## config.mk

```make
export PLATFORM = sky130hd
export DESIGN_NAME = evt_timer_regs
export DESIGN_NICKNAME = d
export VERILOG_FILES = /design/src/rtl/evt_regs_pkg.sv /design/src/rtl/evt_addr_decode.sv /design/src/rtl/evt_timer_slot.sv /design/src/rtl/evt_main_counter.sv /design/src/rtl/evt_timer_regs.sv
export SDC_FILE = /design/constraint.sdc
export NUM_CORES = 1
export LEC_CHECK = 0
export BUFFER_PORTS_ARGS = -buffer_cell sky130_fd_sc_hd__buf_2
export CORE_MARGIN = 5
export CORE_UTILIZATION = 35
export DETAILED_ROUTE_END_ITERATION = 10
export GPL_ROUTABILITY_DRIVEN = 0
export PLACE_DENSITY_LB_ADDON = 0.1
export SLEW_MARGIN = 25
export SYNTH_ARGS = -nofsm -noshare
export SYNTH_HDL_FRONTEND = slang
export SYNTH_SLANG_ARGS = --single-unit
```

## constraint.sdc

```tcl
create_clock -name clk -period 31.8 [get_ports clk]
set_clock_uncertainty 0.1 [all_clocks]
set_input_delay 3.18 -clock clk [delete_from_list [all_inputs] [get_ports clk]]
set_output_delay 3.18 -clock clk [all_outputs]
set_load 0.01 [all_outputs]
```

## src/rtl/evt_regs_pkg.sv

```systemverilog
package evt_regs_pkg;

  localparam int DATA_W = 64;
  localparam int ADDR_W = 10;

  localparam logic [DATA_W-1:0] GLB_CFG_WMASK = 64'h0000_0000_0000_0003;
  localparam logic [DATA_W-1:0] TMR_CFG_WMASK = 64'h0000_0000_0000_7F4E;

  typedef enum logic [2:0] {
    GR_NONE,
    GR_CAP,
    GR_CFG,
    GR_STS,
    GR_CNT
  } glb_sel_e;

  typedef enum logic [1:0] {
    TR_CFG,
    TR_CMP,
    TR_ROUTE,
    TR_NONE
  } tmr_reg_e;

  // Merge bus data into a stored value: the half select and the size give
  // the written lane, and the register's mask limits it further.
  function automatic logic [DATA_W-1:0] merge_lane(
    input logic [DATA_W-1:0] old_val,
    input logic [DATA_W-1:0] wdata,
    input logic              hi_half,
    input logic              size64,
    input logic [DATA_W-1:0] wmask
  );
    logic [DATA_W-1:0] lane;
    logic [DATA_W-1:0] aligned;
    logic [DATA_W-1:0] en;
    if (hi_half) begin
      lane    = {32'hFFFF_FFFF, 32'h0};
      aligned = {wdata[31:0], 32'h0};
    end else begin
      lane    = size64 ? '1 : {32'h0, 32'hFFFF_FFFF};
      aligned = wdata;
    end
    en = lane & wmask;
    return (old_val & ~en) | (aligned & en);
  endfunction

endpackage

```

## src/rtl/evt_addr_decode.sv

```systemverilog
module evt_addr_decode
  import evt_regs_pkg::*;
#(
  parameter int NUM_TIMERS = 3
) (
  input  logic [ADDR_W-1:0]     addr,
  output glb_sel_e              glb_sel,
  output tmr_reg_e              tmr_reg,
  output logic [NUM_TIMERS-1:0] tmr_hit,
  output logic                  hi_half
);

  logic [ADDR_W-1:0] a;
  logic [4:0]        slot;
  logic              in_tmr;

  assign hi_half = addr[2];
  assign a       = {addr[9:3], 1'b0, addr[1:0]};

  always_comb begin
    glb_sel = GR_NONE;
    tmr_reg = TR_NONE;
    slot    = '0;
    in_tmr  = 1'b0;
    if (a[9:8] == 2'b00) begin
      case (a[7:0])
        8'h00:   glb_sel = GR_CAP;
        8'h10:   glb_sel = GR_CFG;
        8'h20:   glb_sel = GR_STS;
        8'hF0:   glb_sel = GR_CNT;
        default: glb_sel = GR_NONE;
      endcase
    end else begin
      slot = a[9:5] - 5'd8;
      case (a[4:0])
        5'h00:   tmr_reg = TR_CFG;
        5'h08:   tmr_reg = TR_CMP;
        5'h10:   tmr_reg = TR_ROUTE;
        default: tmr_reg = TR_NONE;
      endcase
      in_tmr = (tmr_reg != TR_NONE);
    end
  end

  for (genvar i = 0; i < NUM_TIMERS; i++) begin : g_hit
    assign tmr_hit[i] = in_tmr && (slot == 5'(i));
  end

endmodule

```

## src/rtl/evt_timer_slot.sv

```systemverilog
module evt_timer_slot
  import evt_regs_pkg::*;
#(
  parameter logic [31:0] ROUTE_CAP = 32'h0000_0C00
) (
  input  logic              clk,
  input  logic              rst_n,
  input  logic              wr_en,
  input  tmr_reg_e          reg_sel,
  input  logic              hi_half,
  input  logic              size64,
  input  logic [DATA_W-1:0] wdata,
  output logic [DATA_W-1:0] cfg_q,
  output logic [DATA_W-1:0] cmp_q,
  output logic [DATA_W-1:0] route_q
);

  localparam logic [DATA_W-1:0] CFG_RO = {ROUTE_CAP, 32'h0000_0030};

  logic [DATA_W-1:0] cfg_d, cmp_d, route_d;
  logic              cfg_ce, cmp_ce, route_ce;

  assign cfg_ce   = wr_en && (reg_sel == TR_CFG);
  assign cmp_ce   = wr_en && (reg_sel == TR_CMP);
  assign route_ce = wr_en && (reg_sel == TR_ROUTE);

  always_comb begin
    cfg_d   = merge_lane(cfg_q, wdata, hi_half, size64, TMR_CFG_WMASK);
    cmp_d   = merge_lane(cmp_q, wdata, hi_half, size64, '1);
    route_d = merge_lane(route_q, wdata, hi_half, size64, '1);
  end

  always_ff @(posedge clk or negedge rst_n) begin
    if (!rst_n) begin
      cfg_q   <= CFG_RO;
      cmp_q   <= '0;
      route_q <= '0;
    end else begin
      if (cfg_ce)   cfg_q   <= cfg_d;
      if (cmp_ce)   cmp_q   <= cmp_d;
      if (route_ce) route_q <= route_d;
    end
  end

  AST_TCFG_FIXED: assert property (@(posedge clk) disable iff (!rst_n)
    (cfg_q & ~TMR_CFG_WMASK) == CFG_RO);

  AST_SLOT_IDLE: assert property (@(posedge clk) disable iff (!rst_n)
    !wr_en |=> ($stable(cfg_q) && $stable(cmp_q) && $stable(route_q)));

endmodule

```

## src/rtl/evt_main_counter.sv

```systemverilog
module evt_main_counter
  import evt_regs_pkg::*;
(
  input  logic              clk,
  input  logic              rst_n,
  input  logic              run,
  input  logic              wr_en,
  input  logic              hi_half,
  input  logic              size64,
  input  logic [DATA_W-1:0] wdata,
  output logic [DATA_W-1:0] cnt_q
);

  logic [DATA_W-1:0] cnt_d;
  logic              cnt_ce;

  assign cnt_ce = run || wr_en;

  always_comb begin
    if (run) cnt_d = cnt_q + 64'd1;
    else     cnt_d = merge_lane(cnt_q, wdata, hi_half, size64, '1);
  end

  always_ff @(posedge clk or negedge rst_n) begin
    if (!rst_n)      cnt_q <= '0;
    else if (cnt_ce) cnt_q <= cnt_d;
  end

  AST_CNT_STEP: assert property (@(posedge clk) disable iff (!rst_n)
    run |=> (cnt_q == $past(cnt_q) + 64'd1));

  AST_CNT_HOLD: assert property (@(posedge clk) disable iff (!rst_n)
    (!run && !wr_en) |=> $stable(cnt_q));

endmodule

```

## src/rtl/evt_timer_regs.sv

```systemverilog
module evt_timer_regs
  import evt_regs_pkg::*;
#(
  parameter int          NUM_TIMERS = 3,
  parameter int unsigned TICK_FS    = 10_000_000,
  parameter int unsigned REV_ID     = 1,
  parameter logic [31:0] ROUTE_CAP  = 32'h0000_0C00
) (
  input  logic              clk,
  input  logic              rst_n,
  input  logic              acc_valid,
  input  logic              acc_write,
  input  logic              acc_size64,
  input  logic [ADDR_W-1:0] acc_addr,
  input  logic [DATA_W-1:0] acc_wdata,
  output logic [DATA_W-1:0] acc_rdata
);

  localparam logic [DATA_W-1:0] CAP_VAL   = {32'(TICK_FS), 24'h0, 8'(REV_ID)};
  localparam logic [DATA_W-1:0] STS_WMASK = (64'd1 << NUM_TIMERS) - 64'd1;

  // Reset: asserted asynchronously, released on a clock edge.
  logic rst_meta, rst_sn;
  always_ff @(posedge clk or negedge rst_n) begin
    if (!rst_n) begin
      rst_meta <= 1'b0;
      rst_sn   <= 1'b0;
    end else begin
      rst_meta <= 1'b1;
      rst_sn   <= rst_meta;
    end
  end

  glb_sel_e              glb_sel;
  tmr_reg_e              tmr_reg;
  logic [NUM_TIMERS-1:0] tmr_hit;
  logic                  hi_half;

  evt_addr_decode #(.NUM_TIMERS(NUM_TIMERS)) u_dec (
    .addr    (acc_addr),
    .glb_sel (glb_sel),
    .tmr_reg (tmr_reg),
    .tmr_hit (tmr_hit),
    .hi_half (hi_half)
  );

  logic bus_wr, bus_rd;
  assign bus_wr = acc_valid && acc_write;
  assign bus_rd = acc_valid && !acc_write;

  // Global configuration and interrupt status
  logic [DATA_W-1:0] gcfg_q, gcfg_d, sts_q, sts_d;
  logic              gcfg_ce, sts_ce;

  assign gcfg_ce = bus_wr && (glb_sel == GR_CFG);
  assign sts_ce  = bus_wr && (glb_sel == GR_STS);

  always_comb begin
    gcfg_d = merge_lane(gcfg_q, acc_wdata, hi_half, acc_size64, GLB_CFG_WMASK);
    sts_d  = merge_lane(sts_q, acc_wdata, hi_half, acc_size64, STS_WMASK);
  end

  always_ff @(posedge clk or negedge rst_sn) begin
    if (!rst_sn) begin
      gcfg_q <= '0;
      sts_q  <= '0;
    end else begin
      if (gcfg_ce) gcfg_q <= gcfg_d;
      if (sts_ce)  sts_q  <= sts_d;
    end
  end

  // Main counter
  logic [DATA_W-1:0] cnt_q;

  evt_main_counter u_cnt (
    .clk     (clk),
    .rst_n   (rst_sn),
    .run     (gcfg_q[0]),
    .wr_en   (bus_wr && (glb_sel == GR_CNT)),
    .hi_half (hi_half),
    .size64  (acc_size64),
    .wdata   (acc_wdata),
    .cnt_q   (cnt_q)
  );

  // Per-timer slots
  logic [DATA_W-1:0] t_cfg   [NUM_TIMERS];
  logic [DATA_W-1:0] t_cmp   [NUM_TIMERS];
  logic [DATA_W-1:0] t_route [NUM_TIMERS];

  for (genvar i = 0; i < NUM_TIMERS; i++) begin : g_slot
    evt_timer_slot #(.ROUTE_CAP(ROUTE_CAP)) u_slot (
      .clk     (clk),
      .rst_n   (rst_sn),
      .wr_en   (bus_wr && tmr_hit[i]),
      .reg_sel (tmr_reg),
      .hi_half (hi_half),
      .size64  (acc_size64),
      .wdata   (acc_wdata),
      .cfg_q   (t_cfg[i]),
      .cmp_q   (t_cmp[i]),
      .route_q (t_route[i])
    );
  end

  // Read path
  logic [DATA_W-1:0] tmr_rd, rd_full;

  always_comb begin
    tmr_rd = '0;
    for (int i = 0; i < NUM_TIMERS; i++) begin
      if (tmr_hit[i]) begin
        case (tmr_reg)
          TR_CFG:   tmr_rd = tmr_rd | t_cfg[i];
          TR_CMP:   tmr_rd = tmr_rd | t_cmp[i];
          TR_ROUTE: tmr_rd = tmr_rd | t_route[i];
          default:  tmr_rd = tmr_rd;
        endcase
      end
    end
  end

  always_comb begin
    case (glb_sel)
      GR_CAP:  rd_full = CAP_VAL;
      GR_CFG:  rd_full = gcfg_q;
      GR_STS:  rd_full = sts_q;
      GR_CNT:  rd_full = cnt_q;
      default: rd_full = tmr_rd;
    endcase
  end

  assign acc_rdata = bus_rd ? (hi_half ? (rd_full >> 32) : rd_full) : '0;

  // Checks
  AST_DEC_ONE_TARGET: assert property (@(posedge clk) disable iff (!rst_sn)
    $onehot0(tmr_hit) && !((glb_sel != GR_NONE) && (|tmr_hit)));

  AST_RSVD_READ_ZERO: assert property (@(posedge clk) disable iff (!rst_sn)
    (bus_rd && (glb_sel == GR_NONE) && (tmr_hit == '0)) |-> (acc_rdata == '0));

  AST_CAP_WORD: assert property (@(posedge clk) disable iff (!rst_sn)
    (bus_rd && (glb_sel == GR_CAP) && !hi_half) |-> (acc_rdata == CAP_VAL));

  AST_GCFG_FIXED: assert property (@(posedge clk) disable iff (!rst_sn)
    gcfg_q[63:2] == '0);

  AST_STS_FIXED: assert property (@(posedge clk) disable iff (!rst_sn)
    (sts_q & ~STS_WMASK) == '0);

  AST_IDLE_STILL: assert property (@(posedge clk) disable iff (!rst_sn)
    !acc_valid |=> ($stable(gcfg_q) && $stable(sts_q)));

  AST_IDLE_RDATA: assert property (@(posedge clk) disable iff (!rst_sn)
    !acc_valid |-> (acc_rdata == '0));

endmodule

```

==> impl_results.md, run 1 <==
* Worst skew pair latency at 0.62 ns
* TritonRoute pass-1 iters at 6
* Post-synth EDFFs at 0
* CTS tree: yes
* Synth top area share at slightly below 50%
* Synthesis Warnings at 0
* Via density per instance at 6.08
* Post-route DRC at 0
* Area of the multi-input gates at roughly 12,000 sq um
* Tightest Hold Check Type: register to async pin
* Worst-case reg-to-reg path depth at 5
* GRT Overall Usage at around a quarter
* Crit path max-delay cell type: ha_4
* Worst EP arrival at approximately 7.5 ns
* Fillers at 7,055
* Layout cells sized above 1 at 22.2%
* Number of routed nets with antenna violations at 0
* Gate count after technology mapping at 2,468
* Post-layout min period at 10.81 ns
* Max incr delay on CP at about 0.7 ns
* Total CTS buffers at 56
* Total grt overflow at 0
* Register Area at around 12,000 sq um
* Rows at 97
* Crit-path max FO at 136
* Element type at the critical path start: input port
* Final worst-path cycle share at about 34%
* Horiz. Die Dim at 276 um
* VDD IR max at 0.0000424 V
* Post-synth top flop: dfrtp_1
* Status: complete, no violations
* #FFs+latches synth at 488
* FMAX at 92.5 MHz
* # setup viols final at 0
* Power Density at 52.1 nW/um^2
* R2R Setup Slk at 27.88 ns
* Synth-to-layout area growth at 14.2%
* Sum Neg Setup Slack at 0 ns
* CP Depth at 11
* Drt total wl at 96,800 um
* CTS H-tree depth at 2
* Post-cts sizing count at 0
* Syn Area/Cell at 10.0 sq um
* RSZ-0062 raised after global routing: no
* Total of max-cap violations at 0
* Core Area at 70,100 sq um
* Synth area leader: dfrtp_1
* Most used cell, CP: buf_2
* Synth area leaders: dfrtp_1, mux2_2, a21oi_1
* WP buf/inv at 3
* FFs w/ async S/R, synth at 100%
* CTS Buffer Depth at 3
* Worst path top cell family by delay: compound AO/OA/AOI/OAI gates
* Design Area, Final at between 20,000 and 30,000 sq um
* Initial antenna violation count at 4
* Cell breakdown of the critical path: buf_2, or3_1, nor2_1, ha_4, buf_12, a221o_1, o211ai_1, a21oi_1, o21ai_0, a211oi_1, buf_2
* Largest net degree at the start of global routing at 137
* Vias in the first global route at ~21,000
* DP Area at 26,400 sq um
* Post-synth cell types at 79
* Crit Path Category: input port to output port
* Clock transition at the registers of the reported paths at 0.06 ns
* Overall die area at 76,300 sq um
* Worst slew pin tran at 1.19 ns
* Root buffer cell: clkbuf_16
* Endpoints failing hold at 0
* Nets at 2,588
* Clock sinks at 488
* Port bufs at 142
* WL/cell at 27.7 um
* Hold_ws at 0.137 ns
* Post-DP HPWL at 63,500 um
* Seq/Total Area, Yosys at 49.3%
* Core Util, Final at 40.4%
* Cell leakage power at 12.5 nW
* CTS Hold Bufs at 0
* Rel. slew slack at between 20% and 30%
* WP data required at ~29 ns
* Crit. End Element: output port
* First-pass GRT wire length at approximately 140,000 um
* Die height at 276 um
* Post-synthesis cell area at 24,800 sq um
* Vias at 21,232
* DR iter-0 viols at 2,093
* Post-CTS setup buffers at 0
* Max Slew Vio Count at 0
* Initial Utilization at 35.3%
* Io pins at 143
* Synth Net Count at 2,552
==> worst reg2reg max path: cells and delay by family (launching register included) <==
family | cells | cell delay [ns]
AO/OA/AOI/OAI | 1 | 0.17
AND/OR/NAND/NOR | 4 | 3.08
flip-flops | 1 | 0.49
==> placed cells by master, fill, tap and decap left out, types with 14 or more instances in the layout <==
cell	Yosys	routed
clkbuf_1	178	17
nand4_1	28	28
a22o_1	36	36
nand2_1	87	83
buf_4	0	53
nor4_1	17	14
or3_1	19	19
and3_1	27	27
a221o_1	18	18
o211ai_1	23	23
mux2i_1	36	31
a22oi_1	146	146
a211oi_1	59	59
a31oi_1	21	21
a21oi_1	257	257
inv_1	17	17
nor2_1	294	291
clkbuf_16	0	56
o21ai_0	71	71
buf_2	8	141
mux2_2	229	229
xnor2_1	14	14
o22ai_1	54	54
a221oi_1	27	27
nand3_1	38	36
nor3_1	71	69
dfrtp_1	488	486
==> kinds of logic after synthesis <==
group           after synthesis  share of synthesized area [%]
compound gates              801                           21.5
xor+xnor                     22                          0.777
fa+ha+maj                     5                          0.252
buf+inv                     242                           3.86
flops                       488                           49.3
mux                         265                           11.9
other cells                   1                         0.0151
simple gates                644                           12.5
==> where the power goes <==
part / switching (W) / internal, W
Combinational: 0.0000894 / 0.0000413
Clock: 0.000273 / 0.000384
Sequential: 0.0000418 / 0.000645
==> cell usage after synthesis (27+ instances only) <==
| library cell | count |
|---|---|
| a211oi_1 | 59 |
| a21oi_1 | 257 |
| a221oi_1 | 27 |
| a22o_1 | 36 |
| a22oi_1 | 146 |
| and3_1 | 27 |
| buf_1 | 31 |
| clkbuf_1 | 178 |
| dfrtp_1 | 488 |
| mux2_2 | 229 |
| mux2i_1 | 36 |
| nand2_1 | 87 |
| nand3_1 | 38 |
| nand4_1 | 28 |
| nor2_1 | 294 |
| nor3_1 | 71 |
| o21ai_0 | 71 |
| o22ai_1 | 54 |
==> worst max path at each step <==
stage | slack [ns] | endpoint | start
6_report | 20.99 | acc_rdata[9] | acc_addr[1]
5_1_grt | 20.80 | acc_rdata[14] | acc_addr[8]
4_1_cts | 21.07 | acc_rdata[14] | acc_addr[8]
3_5_place_dp | 21.07 | acc_rdata[14] | acc_addr[8]
3_3_place_gp | 21.05 | acc_rdata[14] | acc_addr[8]
2_1_floorplan | 17.09 | async pin | rst_sn
==> metrics by stage <==
step | worst slack, ns | cells | total power (W)
after floorplan | 17.09 | 2468 | 0.000763
after global placement | 21.05 | 3385 | 0.000823
after detailed placement | 21.07 | 3385 | 0.000825
after CTS | 21.07 | 3488 | 0.00149
after global routing | 20.80 | 3489 | 0.00153
final | 20.99 | 3491 | 0.00147
==> per-layer routing <==
layer	global-route usage (%)	wire, um	vias up
li1	-	-	9351
met1	35.5	43500	10836
met2	37.9	43600	886
met3	4.60	6870	159
met4	6.85	2960	0
met5	0	0	-
==> final cells by class <==
cell class | instances | share of cell area, %
Antenna cell | 2 | 0.0177
Inverter | 19 | 0.252
Timing Repair Buffer | 201 | 4.30
Tap cell | 940 | 4.15
Clock inverter | 19 | 0.831
Multi-Input combinational cell | 1738 | 41.6
Clock buffer | 84 | 5.71
Sequential cell | 488 | 43.1
Note: power is estimated with default switching activity, not from simulation.
==> run 2, diff against run 1 <==
==> constraint.sdc (replaced) <==
create_clock -name clk -period 8.9 [get_ports clk]
set_clock_uncertainty 0.1 [all_clocks]
set_input_delay 0.89 -clock clk [delete_from_list [all_inputs] [get_ports clk]]
set_output_delay 0.89 -clock clk [all_outputs]
set_load 0.01 [all_outputs]
==> impl_results.md, run 2 (synthesized netlist as in run 1, its figures left out) <==
* Worst skew pair latency at 0.62 ns (about the same)
* RSZ-0062 raised after global routing: no
* TritonRoute pass-1 iters at 6 (unchanged)
* Core Util, Final at 40.6% (+0.19 points)
* Vias at 21,328 (+0.45%)
* Total of max-cap violations at 0 (unchanged)
* Final worst-path cycle share at 67.0%
* Rows at 97 (unchanged)
* Die height at 276 um (unchanged)
* WL/cell at 28.2 um (+1.6%)
* Tightest Hold Check Type: register to register
* Crit Path Category: input port to output port
* Leading cell type in the layout, fill and taps excluded: dfrtp_1
* CTS Buffer Depth at 3 (unchanged)
* Tot Pwr at 0.00528 W (+260%)
* Sum Neg Setup Slack at 0 ns (unchanged)
* Port bufs at 142 (unchanged)
* Rel. slew slack at 26.1% (+6.1 points)
* Horiz. Die Dim at 276 um (unchanged)
* Psw at 0.00143 W (+250%)
* Clock transition at the registers of the reported paths at 0.06 ns (about the same)
* WP buf/inv at 5 (+2)
* Nets at 2,598 (+0.39%)
* Root buffer cell: clkbuf_16
* Post-route DRC at 0 (unchanged)
* Post-DP HPWL at 65,100 um (+2.5%)
* Synth-to-layout area growth at 14.8%
* DR iter-0 viols at 2,311 (+10%)
* Overall die area at 76,300 sq um (unchanged)
* Crit. End Element: output port
* Largest net degree at the start of global routing at 160 (+17%)
* Status: complete, no violations
* Total CTS buffers at 55 (-1.8%)
* Register share of total power at 46.5% (about the same)
* Post-Place Setup Slack at 3.03 ns (-18.04 ns)
* Initial Utilization at 35.3% (unchanged)
* Layout cells sized above 1 at 22.5% (+0.37 points)
* Worst EP arrival at 4.97 ns (-2.56 ns)
* Vias in the first global route at 21,290 (+1.0%)
* Crit-path max FO at 44 (-68%)
* Max incr delay on CP at 0.57 ns (-0.14 ns)
* P_int at 0.00384 W (+260%)
* Max Slew Vio Count at 0 (unchanged)
* Gate power share at 8.9% (about the same)
* WP data required at 7.91 ns (-20.61 ns)
* Cell leakage power at 12.6 nW (+0.61%)
* R2R Setup Slk at 5.53 ns (-22.35 ns)
* Power Density at 185 nW/um^2 (+260%)
* Worst path top cell family by delay: compound AO/OA/AOI/OAI gates
* Initial antenna violation count at 6 (+2)
* Clock sinks at 488 (unchanged)
* Most frequent cells in the layout: dfrtp_1, nor2_1, a21oi_1
* Io pins at 143 (unchanged)
* Sw frac at 27.2% (-0.27 points)
* Crit path max-delay cell type: ha_4
* Number of routed nets with antenna violations at 0 (unchanged)
* Element type at the critical path start: input port
* CTS H-tree depth at 2 (unchanged)
* Via density per instance at 6.09 (+0.14%)
* Cell breakdown of the critical path: buf_2, nor2_1, buf_4, or4_1, inv_1, ha_4, buf_4, a221oi_1, o22a_1, a21boi_0, a211oi_1, o31ai_1, buf_2
* Total grt overflow at 0 (unchanged)
* VDD IR max at 0.000152 V (+260%)
* FMAX at 168 MHz
* CTS tree: yes
* Clk pwr share at 44.6% (about the same)
* Drt total wl at 98,700 um (+1.9%)
* Endpoints failing hold at 0 (unchanged)
* Post-cts sizing count at 0 (unchanged)
* GRT Overall Usage at 25.0% (+0.43 points)
* Fin worst setup slack at 2.94 ns (-18.05 ns)
* Worst slew pin tran at 1.08 ns (-0.113 ns)
* Post-layout min period at 5.96 ns
* # setup viols final at 0 (unchanged)
* Core Area at 70,100 sq um (unchanged)
* First-pass GRT wire length at 146,000 um (+1.0%)
-- run 2: layer usage --
layer / GRT usage, % / wire, um / vias up
li1: - / - / 9369
met1: 35.3 / 43400 / 10850
met2: 37.3 / 42900 / 922
met3: 5.88 / 8190 / 185
met4: 9.62 / 4200 / 2
met5: 0 / 14 / -
-- run 2: area by class of cell --
cell class	instances	area [sq um]
multi-input combinational	1738	11800
antenna	2	5.00
clock buffer	81	1640
clock inverter	22	238
sequential	488	12200
timing repair buffer	212	1350
tap	940	1180
fill	6970	41700
inverter	19	71.3
-- run 2: power groups by stage --
| stage | Combinational (W) | Sequential (W) | Clock, W |
|---|---|---|---|
| 3_3_place_gp | 0.000453 | 0.00249 | 0 |
| 5_1_grt | 0.000510 | 0.00247 | 0.00250 |
| 4_1_cts | 0.000463 | 0.00245 | 0.00241 |
| 2_1_floorplan | 0.000276 | 0.00245 | 0 |
| 6_report | 0.000467 | 0.00246 | 0.00235 |
| 3_5_place_dp | 0.000461 | 0.00249 | 0 |
-- run 2: path summary, 6_finish.rpt --
kind                             start       endpoint  cells after the start
setup / recovery           acc_addr[8]  acc_rdata[11]                     13
hold / removal                rst_meta         rst_sn                      0
setup reg to reg              register       register                      5
hold reg to reg               rst_meta         rst_sn                      0
max in group asynchronous       rst_sn      async pin                      4
min in group asynchronous       rst_sn      async pin                      0
-- run 2: timing repair --
| action | CTS | global route |
|---|---|---|
| setup buffers | 0 | 0 |
| endpoints found under the hold margin | 2 | 0 |
| hold buffers | 1 | 0 |
-- run 2: per-stage QoR --
stage	hold WS, ns	cells	cell area [sq um]
2_1_floorplan	0.231	2468	24800
3_3_place_gp	0.239	3392	26500
3_5_place_dp	0.239	3394	26500
4_1_cts	0.256	3498	28400
5_1_grt	0.267	3500	28400
6_report	0.253	3502	28400
